`config.mk`:
```
export PLATFORM = sky130hd
export DESIGN_NAME = osc_trim_ctrl
export DESIGN_NICKNAME = d
export VERILOG_FILES = /design/src/rtl/osc_trim_pkg.sv /design/src/rtl/ots_ref_sync.sv /design/src/rtl/ots_window.sv /design/src/rtl/ots_trim_ctl.sv /design/src/rtl/osc_trim_ctrl.sv
export SDC_FILE = /design/constraint.sdc
export NUM_CORES = 1
export LEC_CHECK = 0
export ABC_AREA = 1
export BUFFER_PORTS_ARGS = -buffer_cell sky130_fd_sc_hd__buf_2
export CORE_ASPECT_RATIO = 1.25
export CORE_MARGIN = 1.5
export CORE_UTILIZATION = 32
export CTS_CLUSTER_DIAMETER = 60
export DETAILED_ROUTE_END_ITERATION = 7
export PLACE_DENSITY = 0.45
export SLEW_MARGIN = 20
export SYNTH_ARGS = -nofsm -noshare
export SYNTH_HDL_FRONTEND = slang
export SYNTH_HIERARCHICAL = 1
export SYNTH_SLANG_ARGS = --single-unit
```
`constraint.sdc`:
```
create_clock -name clk -period 6.98 [get_ports clk]
set_input_delay 0 -clock clk [delete_from_list [all_inputs] [get_ports clk]]
set_output_delay 0 -clock clk [all_outputs]
set_load 0.05 [all_outputs]
```
`src/rtl/osc_trim_pkg.sv`:
```
package osc_trim_pkg;
  typedef enum logic [1:0] {
    TRIM_HOLD = 2'd0,
    TRIM_UP   = 2'd1,
    TRIM_DOWN = 2'd2
  } trim_dir_e;
endpackage

```
`src/rtl/ots_ref_sync.sv`:
```
module ots_ref_sync #(
  parameter int SYNC_STAGES = 2
) (
  input  logic clk,
  input  logic rst_n,
  input  logic ref_async_i,
  output logic ref_rise_o
);
  logic [SYNC_STAGES-1:0] sync_q;
  logic                   prev_q;

  for (genvar i = 0; i < SYNC_STAGES; i++) begin : g_stage
    if (i == 0) begin : g_first
      always_ff @(posedge clk or negedge rst_n) begin
        if (!rst_n) sync_q[i] <= 1'b0;
        else        sync_q[i] <= ref_async_i;
      end
    end else begin : g_next
      always_ff @(posedge clk or negedge rst_n) begin
        if (!rst_n) sync_q[i] <= 1'b0;
        else        sync_q[i] <= sync_q[i-1];
      end
    end
  end

  always_ff @(posedge clk or negedge rst_n) begin
    if (!rst_n) prev_q <= 1'b0;
    else        prev_q <= sync_q[SYNC_STAGES-1];
  end

  assign ref_rise_o = sync_q[SYNC_STAGES-1] & ~prev_q;
endmodule

```
`src/rtl/ots_window.sv`:
```
module ots_window #(
  parameter int CNT_W     = 16,
  parameter int REF_EDGES = 4
) (
  input  logic             clk,
  input  logic             rst_n,
  input  logic             en_i,
  input  logic             ref_rise_i,
  output logic             win_end_o,
  output logic [CNT_W-1:0] win_cnt_o
);
  localparam int EDGE_W = (REF_EDGES > 1) ? $clog2(REF_EDGES) : 1;
  localparam logic [EDGE_W-1:0] EDGE_LAST = EDGE_W'(REF_EDGES - 1);
  localparam logic [CNT_W-1:0]  CNT_MAX   = '1;

  logic              armed_q, armed_d;
  logic [EDGE_W-1:0] edge_q, edge_d;
  logic [CNT_W-1:0]  cnt_q, cnt_d, cnt_inc;
  logic              state_en;

  // saturating increment of the system-cycle count
  assign cnt_inc = (cnt_q == CNT_MAX) ? CNT_MAX : cnt_q + 1'b1;

  always_comb begin
    armed_d   = armed_q;
    edge_d    = edge_q;
    cnt_d     = cnt_q;
    win_end_o = 1'b0;
    if (!en_i) begin
      armed_d = 1'b0;
      edge_d  = '0;
      cnt_d   = '0;
    end else if (ref_rise_i) begin
      if (!armed_q) begin
        armed_d = 1'b1;
        edge_d  = '0;
        cnt_d   = '0;
      end else if (edge_q == EDGE_LAST) begin
        win_end_o = 1'b1;
        edge_d    = '0;
        cnt_d     = '0;
      end else begin
        edge_d = edge_q + 1'b1;
        cnt_d  = cnt_inc;
      end
    end else if (armed_q) begin
      cnt_d = cnt_inc;
    end
  end

  assign state_en = !en_i || ref_rise_i || armed_q;

  always_ff @(posedge clk or negedge rst_n) begin
    if (!rst_n) begin
      armed_q <= 1'b0;
      edge_q  <= '0;
      cnt_q   <= '0;
    end else if (state_en) begin
      armed_q <= armed_d;
      edge_q  <= edge_d;
      cnt_q   <= cnt_d;
    end
  end

  // count including the closing cycle
  assign win_cnt_o = cnt_inc;
endmodule

```
`src/rtl/ots_trim_ctl.sv`:
```
module ots_trim_ctl
  import osc_trim_pkg::*;
#(
  parameter int CNT_W    = 16,
  parameter int TRIM_W   = 6,
  parameter int TRIM_RST = 32
) (
  input  logic              clk,
  input  logic              rst_n,
  input  logic              en_i,
  input  logic              win_end_i,
  input  logic [CNT_W-1:0]  win_cnt_i,
  input  logic [CNT_W-1:0]  expect_i,
  input  logic [CNT_W-1:0]  tol_i,
  output logic [TRIM_W-1:0] trim_o,
  output logic              done_o,
  output logic              up_o,
  output logic              down_o,
  output logic [CNT_W-1:0]  meas_o
);
  localparam logic [TRIM_W-1:0] TRIM_MAX  = '1;
  localparam logic [TRIM_W-1:0] TRIM_INIT = TRIM_W'(TRIM_RST);

  logic [TRIM_W-1:0] trim_q, trim_d;
  logic              skip_q, skip_d;
  logic              done_q, up_q, down_q;
  logic [CNT_W-1:0]  meas_q;
  logic [CNT_W:0]    hi_lim, lo_sum;
  logic              too_fast, too_slow;
  trim_dir_e         dir;

  assign hi_lim   = {1'b0, expect_i} + {1'b0, tol_i};
  assign lo_sum   = {1'b0, win_cnt_i} + {1'b0, tol_i};
  assign too_fast = {1'b0, win_cnt_i} > hi_lim;
  assign too_slow = lo_sum < {1'b0, expect_i};

  always_comb begin
    dir = TRIM_HOLD;
    if (!skip_q) begin
      if (too_fast && trim_q != '0)           dir = TRIM_DOWN;
      else if (too_slow && trim_q != TRIM_MAX) dir = TRIM_UP;
    end
  end

  always_comb begin
    trim_d = trim_q;
    skip_d = skip_q;
    if (!en_i) begin
      skip_d = 1'b0;
    end else if (win_end_i) begin
      skip_d = (dir != TRIM_HOLD);
      case (dir)
        TRIM_UP:   trim_d = trim_q + 1'b1;
        TRIM_DOWN: trim_d = trim_q - 1'b1;
        default:   trim_d = trim_q;
      endcase
    end
  end

  always_ff @(posedge clk or negedge rst_n) begin
    if (!rst_n) begin
      trim_q <= TRIM_INIT;
      skip_q <= 1'b0;
      meas_q <= '0;
    end else begin
      trim_q <= trim_d;
      skip_q <= skip_d;
      if (win_end_i) meas_q <= win_cnt_i;
    end
  end

  always_ff @(posedge clk or negedge rst_n) begin
    if (!rst_n) begin
      done_q <= 1'b0;
      up_q   <= 1'b0;
      down_q <= 1'b0;
    end else begin
      done_q <= win_end_i;
      up_q   <= win_end_i && (dir == TRIM_UP);
      down_q <= win_end_i && (dir == TRIM_DOWN);
    end
  end

  assign trim_o = trim_q;
  assign done_o = done_q;
  assign up_o   = up_q;
  assign down_o = down_q;
  assign meas_o = meas_q;
endmodule

```
`src/rtl/osc_trim_ctrl.sv`:
```
module osc_trim_ctrl #(
  parameter int CNT_W       = 16,
  parameter int TRIM_W      = 6,
  parameter int TRIM_RST    = 32,
  parameter int REF_EDGES   = 4,
  parameter int SYNC_STAGES = 2
) (
  input  logic              clk,
  input  logic              rst_n,
  input  logic              en_i,
  input  logic              ref_clk_i,
  input  logic [CNT_W-1:0]  expect_i,
  input  logic [CNT_W-1:0]  tol_i,
  output logic [TRIM_W-1:0] trim_o,
  output logic              done_o,
  output logic              up_o,
  output logic              down_o,
  output logic [CNT_W-1:0]  meas_o
);
  logic             ref_rise;
  logic             win_end;
  logic [CNT_W-1:0] win_cnt;

  ots_ref_sync #(.SYNC_STAGES(SYNC_STAGES)) u_sync (
    .clk(clk), .rst_n(rst_n), .ref_async_i(ref_clk_i), .ref_rise_o(ref_rise)
  );

  ots_window #(.CNT_W(CNT_W), .REF_EDGES(REF_EDGES)) u_win (
    .clk(clk), .rst_n(rst_n), .en_i(en_i), .ref_rise_i(ref_rise),
    .win_end_o(win_end), .win_cnt_o(win_cnt)
  );

  ots_trim_ctl #(.CNT_W(CNT_W), .TRIM_W(TRIM_W), .TRIM_RST(TRIM_RST)) u_ctl (
    .clk(clk), .rst_n(rst_n), .en_i(en_i), .win_end_i(win_end),
    .win_cnt_i(win_cnt), .expect_i(expect_i), .tol_i(tol_i),
    .trim_o(trim_o), .done_o(done_o), .up_o(up_o), .down_o(down_o),
    .meas_o(meas_o)
  );
endmodule

```
Word-level counts from Yosys, hierarchy flattened
Cells that the tools add are included.
{ "op_classes": {"magnitude_cmp": 2, "n_addsub": 6, "bitwise_logic": 2, "n_mux": 22, "n_reduce_logical": 13, "n_eq_ne": 8} }
{ "op_table": {"columns": ["operator", "n"], "rows": [
  ["16-bit 2-to-1 mux", 6],
  ["16-bit by 16-bit adder with 17-bit output", 2],
  ["16-bit by 17-bit greater-than comparator with 1-bit output", 1],
  ["17-bit by 16-bit less-than comparator with 1-bit output", 1],
  ["16-bit by 1-bit adder with 16-bit output (second input constant)", 1],
  ["16-bit equality test (second input constant)", 1],
  ["2-bit 2-to-1 mux", 6],
  ["6-bit case mux with 2 select lines", 1],
  ["1-bit 2-to-1 mux", 9],
  ["6-bit by 1-bit adder with 6-bit output (second input constant)", 1],
  ["6-bit inequality test (second input constant)", 1],
  ["6-bit nonzero test", 1],
  ["6-bit by 1-bit subtractor with 6-bit output (second input constant)", 1],
  ["2-bit equality test (second input constant)", 2],
  ["1-bit logical AND", 4],
  ["2-bit by 1-bit inequality test with 1-bit output (second input constant)", 2],
  ["2-bit AND reduction", 2],
  ["2-bit nonzero test", 2],
  ["3-bit by 1-bit inequality test with 1-bit output (second input constant)", 1],
  ["3-bit AND reduction", 1],
  ["2-bit by 1-bit adder with 2-bit output (second input constant)", 1],
  ["2-bit by 1-bit equality test with 1-bit output (second input constant)", 1],
  ["1-bit logical OR", 2],
  ["1-bit bitwise AND", 1],
  ["other kinds (2)", 2]
]} }
{ "totals": {"inputBits": 36, "ff_bits": 48, "word_cells": 65, "output_inout_bits": 25} }

Depth between registers and ports, before layout
Gate-level depths: netlist (run 1).
{ "depth": {"word_depth": 11, "ltp_mapped": 37, "mapped_depth_nobuf": 36} }

Modules after synthesis
The synthesis (run 1) kept the hierarchy.
{ "by_module_without_submodules": {"columns": ["module", "area_each_um2", "cells_per_inst", "instances", "seq_area_each_um2"], "rows": [
  ["ots_trim_ctl", 3388.2, 477, 1, 651.9],
  ["ots_window", 1293.7, 182, 1, 475.5],
  ["ots_ref_sync", 85.1, 5, 1, 75.1]
]} }

Least setup slack after synthesis (run 1)
No wires, ideal clock.
{ "synth_path": {"kind": "reg2reg", "from": "reg u_win.cnt_q[0]", "to": "reg u_ctl.trim_q[5] (netlist: u_ctl/trim_o[5])", "t_arrival_ns": 4.843, "path_buffers": 1, "setup_slack_ns": 2.063, "setup_time_ns": 0.075, "path_stages_with_launch": 37, "synth_period_minus_slack_ns": 4.917, "required_time_ns": 6.905, "cell_sequence": "dfrtp_1 > ha_1 > nand3_2 > inv_2 > nand2_2 > nor2_4 > nand2_2 > buf_6 > nand2_2 > ha_1 > inv_1 > fa_1 > nand3b_1 > nand2_1 > nand2_1 > nand3_2 > nand3_2 > o21ai_2 > xor2_1 > ha_1 > a21oi_1 > o31a_1 > nand2_1 > nand2_1 > nand2_1 > nand2_1 > nand4_1 > ha_1 > ha_1 > a21oi_1 > nand2_1 > nand2_1 > nand2_1 > a21oi_1 > o21ai_1 > a21oi_1 > xor2_1"} }
{ "synth_between": {"elab_chain_len": 11, "word_cells_on_any_way": 16, "cone_classes": "add/sub: 2; order compare: 2; eq/ne: 3; mux: 5; reduce/logical: 4"} }
{ "synth_rtl": {"columns": ["element", "line_no", "rtl"], "rows": [
  ["start: declaration", "ots_window.sv:18", "logic [CNT_W-1:0] cnt_q, cnt_d, cnt_inc;"],
  ["start signal: assignment", "ots_window.sv:61", "cnt_q <= cnt_d;"],
  ["16-bit by 1-bit adder with 16-bit output or 16-bit equality test (tied branches)", "ots_window.sv:22", "assign cnt_inc = (cnt_q == CNT_MAX) ? CNT_MAX : cnt_q + 1'b1;"],
  ["16-bit 2-to-1 mux (*)", "ots_window.sv:22", null],
  ["via win_cnt[0]", "osc_trim_ctrl.sv:22", "logic [CNT_W-1:0] win_cnt;"],
  ["16-bit by 16-bit adder with 17-bit output", "ots_trim_ctl.sv:33", "assign lo_sum = {1'b0, win_cnt_i} + {1'b0, tol_i};"],
  ["17-bit by 16-bit less-than comparator with 1-bit output", "ots_trim_ctl.sv:35", "assign too_slow = lo_sum < {1'b0, expect_i};"],
  ["1-bit logical AND", "ots_trim_ctl.sv:41", "else if (too_slow && trim_q != TRIM_MAX) dir = TRIM_UP;"],
  ["1-bit 2-to-1 mux", "ots_trim_ctl.sv:41", null],
  ["2-bit 2-to-1 mux (*)", "ots_trim_ctl.sv:40", "if (too_fast && trim_q != '0) dir = TRIM_DOWN;"],
  ["2-bit 2-to-1 mux (*)", "ots_trim_ctl.sv:39", "if (!skip_q) begin"],
  ["2-bit equality test or 2-bit by 1-bit equality test with 1-bit output (tied branches)", "ots_trim_ctl.sv:52", "case (dir)"],
  ["2-bit nonzero test (no line)", null, null],
  ["3-bit AND reduction (no line)", null, null],
  ["end signal: assignment", "ots_trim_ctl.sv:66", "trim_q <= trim_d;"],
  ["end: declaration", "ots_trim_ctl.sv:24", "logic [TRIM_W-1:0] trim_q, trim_d;"]
]} }
The timed path passes the listed nets; every way through them passes the cells marked *.
A chain may end at the register's enable or synchronous reset.

Final worst setup path (run 1)
Same ends and word-level chain as after synthesis.

==> results of run 1 <==
==> state kept, by name, summed over array words and instances (netlist names) <==
register       cells
u_win/edge_q       2
u_ctl/skip_q       1
u_sync/prev_q      1
u_ctl/trim_o       6
u_ctl/done_o       1
u_win/armed_q      1
u_ctl/down_o       1
u_ctl/up_o         1
u_sync/sync_q      2
u_win/cnt_q       16
u_ctl/meas_o      16
==> cells in the final DEF (no fill, tap or decap), types with 2 or more instances in the layout <==
cell           Yosys  routed
a21oi_1           41      41
nand3_1           25      25
fa_1               3       3
clkbuf_16          0       5
ha_1              72      72
o21ai_2            3       3
a31oi_1            2       2
nand2_2            8       8
xor2_1            25      25
nor2_1            49      49
nand2_1          202     202
dlygate4sd3_1      0       3
nand4_1            8       8
buf_2              2      60
inv_1             84      84
nand2_4            2       2
o31ai_1            2       2
nand3_2            8       8
o21bai_1           2       2
dfrtp_1           47      47
o21ai_0           23      23
a21o_1             3       3
a21oi_2            2       2
xnor2_1           14      14
inv_2              4       4
nor3_1             5       5
nor2_4             2       2
o21ai_1            7       7
buf_4              0       4
a211oi_1           2       2
==> metrics by stage <==
step | setup WS (ps) | cell area (um2) | total power [mW]
global placement | 1544 | 5288 | 0.4704
global route | 720.1 | 5493 | 0.8035
detailed placement | 1324 | 5288 | 0.4718
floorplan | 2063 | 4767 | 0.4135
finish | 1306 | 5493 | 0.7508
CTS | 1310 | 5493 | 0.7655
==> worst max path at each step <==
stage,end,slack (ps),depth (start not counted)
after detailed placement,u_ctl/trim_o[5],1320,35
after CTS,u_ctl/trim_o[5],1310,35
final,u_ctl/trim_o[5],1310,32
after global routing,u_ctl/trim_o[5],720,32
after floorplan,u_ctl/trim_o[5],2060,36
after global placement,u_ctl/trim_o[5],1540,35
==> power breakdown <==
group	leakage [nW]	switching [mW]	internal [mW]
clock	0.0863	0.113	0.173
combinational	2.37	0.111	0.0727
sequential	0.659	0.00145	0.280
==> repair_timing <==
| item | 4_1_cts | 5_1_grt |
|---|---|---|
| hold buffers | 3 | 0 |
| setup endpoints to repair | 0 | 0 |
| endpoints found under the hold margin | 50 | 0 |
==> cells in the mapped netlist, types with 3 or more instances <==
library cell	instances	area [um2]
a21o_1	3	22.52
a21oi_1	41	205.2
dfrtp_1	47	1176
fa_1	3	60.06
ha_1	72	900.9
inv_1	84	315.3
inv_2	4	15.01
nand2_1	202	758.2
nand2_2	8	50.05
nand3_1	25	125.1
nand3_2	8	80.08
nand4_1	8	50.05
nor2_1	49	183.9
nor3_1	5	25.02
o21ai_0	23	115.1
o21ai_1	7	35.03
o21ai_2	3	26.28
xnor2_1	14	122.6
xor2_1	25	219.0
==> cell type report <==
type	count	area (um2)	share of cell area (%)
clock inverters	3	50.05	0.9112
well taps	178	222.7	4.055
inverters	88	330.3	6.014
multi-input cells	522	3202	58.29
repair buffers	67	360.3	6.560
clock buffers	5	125.1	2.278
flip-flops and latches	48	1202	21.89
==> tightest hold or removal path, stage by stage <==
cell	delay [ps]
dlygate4sd3_1	520
buf_2	100
buf_4	480
==> routing by layer <==
| metal | wire length, um | GRT usage, % |
|---|---|---|
| met5 | 0 | 0 |
| met3 | 321 | 1.350 |
| met2 | 6159 | 29.80 |
| met1 | 5563 | 20.38 |
| met4 | 133 | 4.131 |
==> cell families after synthesis <==
| group | count (synthesis) |
|---|---|
| flip-flops | 48 |
| adder cells (fa/ha/maj) | 75 |
| AO/OA/AOI/OAI | 92 |
| XOR/XNOR | 39 |
| buffers and inverters | 94 |
| AND/OR/NAND/NOR | 316 |
==> results.md, run 1 <==
- Post-CTS Setup Inserts: 0
- Synth Area per Inst: 7.179 um2
- Max-slew headroom: 58.19%
- WP data arrival: 5900 ps
- Count of final setup violators: 0
- Critical path launch point: u_win/cnt_q[0]
- CTS buffer count: 5
- Resized Gates After CTS: 0
- RSZ-0062 raised after global routing: false
- Starting DRT DRC Count: 135
- IO Count: 61
- Skew final: 8.105 ps
- EDFF count, synth: 0
- First-pass GRT wire length: around 21000 um
- DRT antenna net count: 0
- Routed via count: 4331
- #FFs+latches synth: 48
- Util after Layout: 37.96%
- Reg2reg path depth: 32
- DR vias/cell: between 4 and 5
- Hpwl dp: 10200 um
- Vias in the first global route: approximately 4400
- Slew @ Worst Pin: 627.2 ps
- DRC viols: 6
- Power Density: roughly 140 mW/mm2
- Max FO, Critical Path: 14
- CP Class: flip-flop to flip-flop
- Buffers & Inverters on Critical Path: 1
- Slowest Stage Delay on Critical Path: approximately 420 ps
- Diode count: 0
- CTS sink cnt: 48
- Status: finished with violations
- Synth-to-layout area growth: 15.22%
- Port buffer count: 60
- Simple-gate share of the synthesized area: 28.87%
- Largest net degree at the start of global routing: a little under 50
- Achievable Freq: 176.2 MHz
- Layout filler cell count: 1596
- Type of destination of the critical path: flip-flop
- Crit-path slowest cell: dfrtp_1
- Synth Instances: 664
- H-tree depth: 2
- Mux cell area share after synthesis: 0%
- Layout cell share with drive strength beyond 1: approximately 14%
- Most frequent cell on the critical path: nand2_1
- Clk buf depth: 2
- Largest family of logic cells by synthesized area: simple AND/OR/NAND/NOR gates
- Slew Limit Fails: 0
- Die height: between 100 and 150 um
- GRT Residual Overflow: 0
- Nets: 843
- Compound-cell area share of the yosys netlist: between 10% and 20%
- FF-to-FF End: u_ctl/trim_o[5]
- Adder-Cell Fraction of Synth Area: about a fifth
- Starting density of the core: around a third
- Fin crit period: 5674 ps
- Detailed Routing Iterations Pass 1: 6
- Reg-to-reg startpoint: u_win/cnt_q[0]
- Later-pin clock latency in the skew report: 290 ps
- Delay-heaviest family, CP: simple AND/OR/NAND/NOR gates
- Hold Slack: 334.3 ps
- CTS tree: done
- Library cells used by synthesis: 43
- Post-Synth XOR/XNOR Area: 7.165%
- Wire per inst: ~13 um
- Synth warn: 6
- R2r setup slk: 1310 ps
- Mapped Nets: 775
- Clock slew seen by the registers of the worst setup and hold paths: 70 ps
- Final period util: 81.30%
- GP Congestion: 0.8973
- Setup TNS Final: 0 ps
- Antenna violations before repair: 0
- Violated checks: DRC
- Clock root buffer: clkbuf_16
- Main synth FF type: dfrtp_1
- Register area share after synthesis: 25.22%
- Hold Crit Class: primary input to async pin
- Worst VDD drop: between 0.08 and 0.09 mV
- Startpoint types: flip-flop
- Placement Rows: 49
- FFs w/ async S/R, synth: 100.0%
- Critical path required time: between 7000 and 8000 ps
- All-Layer GR Usage: 16.22%
- Inst Count DP: 900
- WL final: around 12000 um
- Max-Cap Viols: 0
- Final Hold Viols: 0
- Leakage power: a little over 3 nW
- Core area: 0.01447 mm2
- Die Width: 112.2 um
- Non-filler cells, final: 911
- Die ar.: 0.01564 mm2
- Synth Cell Area: 0.004767 mm2
No activity file was read; power rests on OpenSTA's default activity.
==> inputs of run 2 (changes only) <==
--- a/config.mk
+++ b/config.mk
@@ -5,14 +5,14 @@
 export SDC_FILE = /design/constraint.sdc
 export NUM_CORES = 1
 export LEC_CHECK = 0
-export ABC_AREA = 1
+export ABC_AREA = 0
 export BUFFER_PORTS_ARGS = -buffer_cell sky130_fd_sc_hd__buf_2
 export CORE_ASPECT_RATIO = 1.25
 export CORE_MARGIN = 1.5
 export CORE_UTILIZATION = 32
 export CTS_CLUSTER_DIAMETER = 60
 export DETAILED_ROUTE_END_ITERATION = 7
-export PLACE_DENSITY = 0.45
+export PLACE_DENSITY = 0.47
 export SLEW_MARGIN = 20
 export SYNTH_ARGS = -nofsm -noshare
 export SYNTH_HDL_FRONTEND = slang
==> constraint.sdc (replaced) <==
create_clock -name clk -period 4.7 [get_ports clk]
set_input_delay 0 -clock clk [delete_from_list [all_inputs] [get_ports clk]]
set_output_delay 0 -clock clk [all_outputs]
set_load 0.05 [all_outputs]
==> run 2 against run 1 <==
  * Sequential power up 49%
  * Global-route usage is 2.6 points higher
  * The flow finishes with violations (DRC, setup timing)
  * Largest cell class unchanged
  * Hold slack worse by 300 ps
  * Clock skew decreased by 1.8 ps
  * Combinational power increased by 81%
  * Highest routed layer unchanged
  * First-iteration DRC count is 4.4% higher
  * Utilization rose by 8.0 points
  * Cell count decreased by 1.4%
  * Sequential share of layout area is 3.9 points lower
  * Critical path depth is 10 lower
==> results.md, run 2 <==
- CP Class: flip-flop to flip-flop
- Core area: 0.01453 mm2
- WP data arrival: 5650 ps
- Hold Crit Class: primary input to flip-flop
- Die ar.: 0.01572 mm2
- Layout cell share with drive strength beyond 1: 36.53%
- Clock root buffer: clkbuf_16
- Buffers & Inverters on Critical Path: 1
- Placement Rows: 49
- Most frequent cells in the layout: buf_4, ha_1, buf_2
- CTS buffer count: 5
- Leakage power: 3.402 nW
- Finished Cell Area: 0.006683 mm2
- Port buffer count: 60
- Max FO, Critical Path: 6
- Die height: 139.8 um
- Placed Area: 0.006165 mm2
- Most frequent cell on the critical path: ha_4
- Worst VDD drop: 0.1501 mV
- Slew Limit Fails: 0
- Setup TNS Final: -3037 ps
- Achievable Freq: 184.6 MHz
- Final setup margin: -716.2 ps
- Final period util: 115.2%
- Vias in the first global route: 4763
- IO Count: 61
- Yosys top cell area share: 24.55%
- Register area share after synthesis: 25.10%
- Clk buf depth: 2
- Diode count: 0
- Later-pin clock latency in the skew report: 300 ps
- Crit-path slowest cell: or4_4
- Critical path required time: 4930 ps
- Sequence of cells on the critical path: ha_4 -> nand3_4 -> or4_4 -> or2b_1 -> ha_1 -> a21o_1 -> buf_6 -> a211o_1 -> o211ai_1 -> o2111ai_1 -> a21oi_1 -> xnor2_1 -> ha_1 -> nand2_1 -> o2111ai_2 -> or4_4 -> ha_4 -> ha_4 -> or3_1 -> a31o_2 -> nand3_2 -> xor2_1
- Starting density of the core: 32.97%
- GP Congestion: 0.8718
- Post-synth top cells: ha_1, dfrtp_1, nand2_1
- WL final: 14550 um
- FFs w/ async S/R, synth: 100.0%
- Mapped Nets: 652
- Violated checks: DRC, setup timing
- Synth area leaders: dfrtp_1, ha_1, mux2_2, xnor2_1, a21oi_1
- CTS sink cnt: 48
- Hpwl dp: 11860 um
- Count of final setup violators: 6
- Synth Area per Inst: 8.856 um2
- Synth warn: 6
- Largest net degree at the start of global routing: 49
- Most common cell after layout, fill and taps aside: buf_4
- Detailed Routing Iterations Pass 1: 8
- Library cells used by synthesis: 65
- First-pass GRT wire length: between 20000 and 25000 um
- Startpoint types: flip-flop
- Final Hold Viols: 0
- EDFF count, synth: 0
- Delay-heaviest family, CP: simple AND/OR/NAND/NOR gates
- GRT Residual Overflow: 0
- Power Density: 183.4 mW/mm2
- Type of destination of the critical path: flip-flop
- Largest area contributor in the netlist: dfrtp_1
- Slowest Stage Delay on Critical Path: 580 ps
- DR vias/cell: about 5.2
- Dpl ws: -789.6 ps
- Antenna violations before repair: 0
- RSZ-0062 raised after global routing: true
- Layout filler cell count: about 1400
- Fin crit period: 5416 ps
- Wire per inst: about 16 um
- Synth Cell Area: 0.004791 mm2
- Synth Instances: 541
- H-tree depth: 2
- Synth-to-layout area growth: 39.49%
- Max-slew headroom: 37.81%
- CTS tree: done
- #FFs+latches synth: between 40 and 50
- Routed via count: 4673
- Clock slew seen by the registers of the worst setup and hold paths: 70 ps
- DRC viols: 2
- Main synth FF type: dfrtp_1
- DRT antenna net count: 0
- All-Layer GR Usage: 18.81%
- Status: finished with violations
- Count leader, synth: ha_1
- Slew @ Worst Pin: 932.8 ps
- Die Width: 112.4 um
- Max-Cap Viols: 0
- Starting DRT DRC Count: 141
- Non-filler cells, final: around 900
- Power consumption: 1.225 mW
- Skew final: roughly 6.3 ps
- Nets: 830
- Inst Count DP: 874
-- run 2: logic make-up after synthesis --
kind of cell	synth area share, %
AND/OR/NAND/NOR	17.45
AO/OA/AOI/OAI	21.99
flip-flops	25.10
adder cells (fa/ha/maj)	20.06
multiplexers	3.996
buffers and inverters	4.466
XOR/XNOR	6.947
-- run 2: timing repair --
action                                  4_1_cts  5_1_grt
gates resized for setup                      19       22
hold buffers                                  2        0
endpoints found under the setup margin        8        9
endpoints found under the hold margin        48        0
buffers inserted                              9        5
pin swaps                                    25       16
-- run 2: power by group --
| part | switching, mW | leakage (nW) | internal, mW |
|---|---|---|---|
| Sequential | 0.00254 | 0.657 | 0.416 |
| Combinational | 0.180 | 2.65 | 0.152 |
| Clock | 0.168 | 0.0944 | 0.307 |
-- run 2: worst register-to-register path, stage by stage, from the launching register on --
cell       delay (ps)
dfrtp_1           390
ha_4              160
nand3_4            70
or4_4             590
or2b_1            260
ha_1              250
a21o_1            190
buf_6             120
a211o_1           320
o211ai_1          260
o2111ai_1         170
a21oi_1           210
xnor2_1           140
ha_1              270
nand2_1            80
o2111ai_2         130
or4_4             560
ha_4              230
ha_4              230
or3_1             300
a31o_2            210
nand3_2            70
xor2_1            140
-- run 2: metal layers --
layer	global-route usage, %	vias up	wire length (um)
li1	-	2367	-
met1	23.31	2209	6543
met2	34.45	78	7219
met3	1.611	19	425
met4	5.663	0	362
met5	0	-	0
-- run 2: area by class of cell --
cell class / instances / area (um2) / area share [%]
Sequential cell: 48 / 1204 / 18.01
Clock inverter: 3 / 68.82 / 1.030
Timing Repair Buffer: 184 / 1276 / 19.10
Clock buffer: 5 / 125.1 / 1.872
Multi-Input combinational cell: 443 / 3645 / 54.54
Tap cell: 178 / 222.7 / 3.333
Inverter: 37 / 141.4 / 2.116
-- run 2: path summary, 6_finish.rpt --
path,from,end,slack (ps),depth (start not counted)
worst max-delay path,u_win/cnt_q[1],u_ctl/trim_o[5],-720,22
min in group asynchronous,rst_n,u_ctl/meas_o[1],340,3
worst max register to register,u_win/cnt_q[1],u_ctl/trim_o[5],-720,22
worst min-delay path,en_i,u_ctl/skip_q,30,2
max in group asynchronous,rst_n,u_win/cnt_q[0],3910,3
worst min register to register,u_sync/sync_q[0],u_sync/sync_q[1],350,0
-- run 2: metrics by stage --
step | utilization, % | hold slack (ps)
after floorplan | - | -295.6
after global placement | 42.43 | 110.1
after detailed placement | 42.43 | 112.7
after CTS | 44.95 | 27.12
after global routing | 45.99 | 41.43
final | 45.99 | 30.44
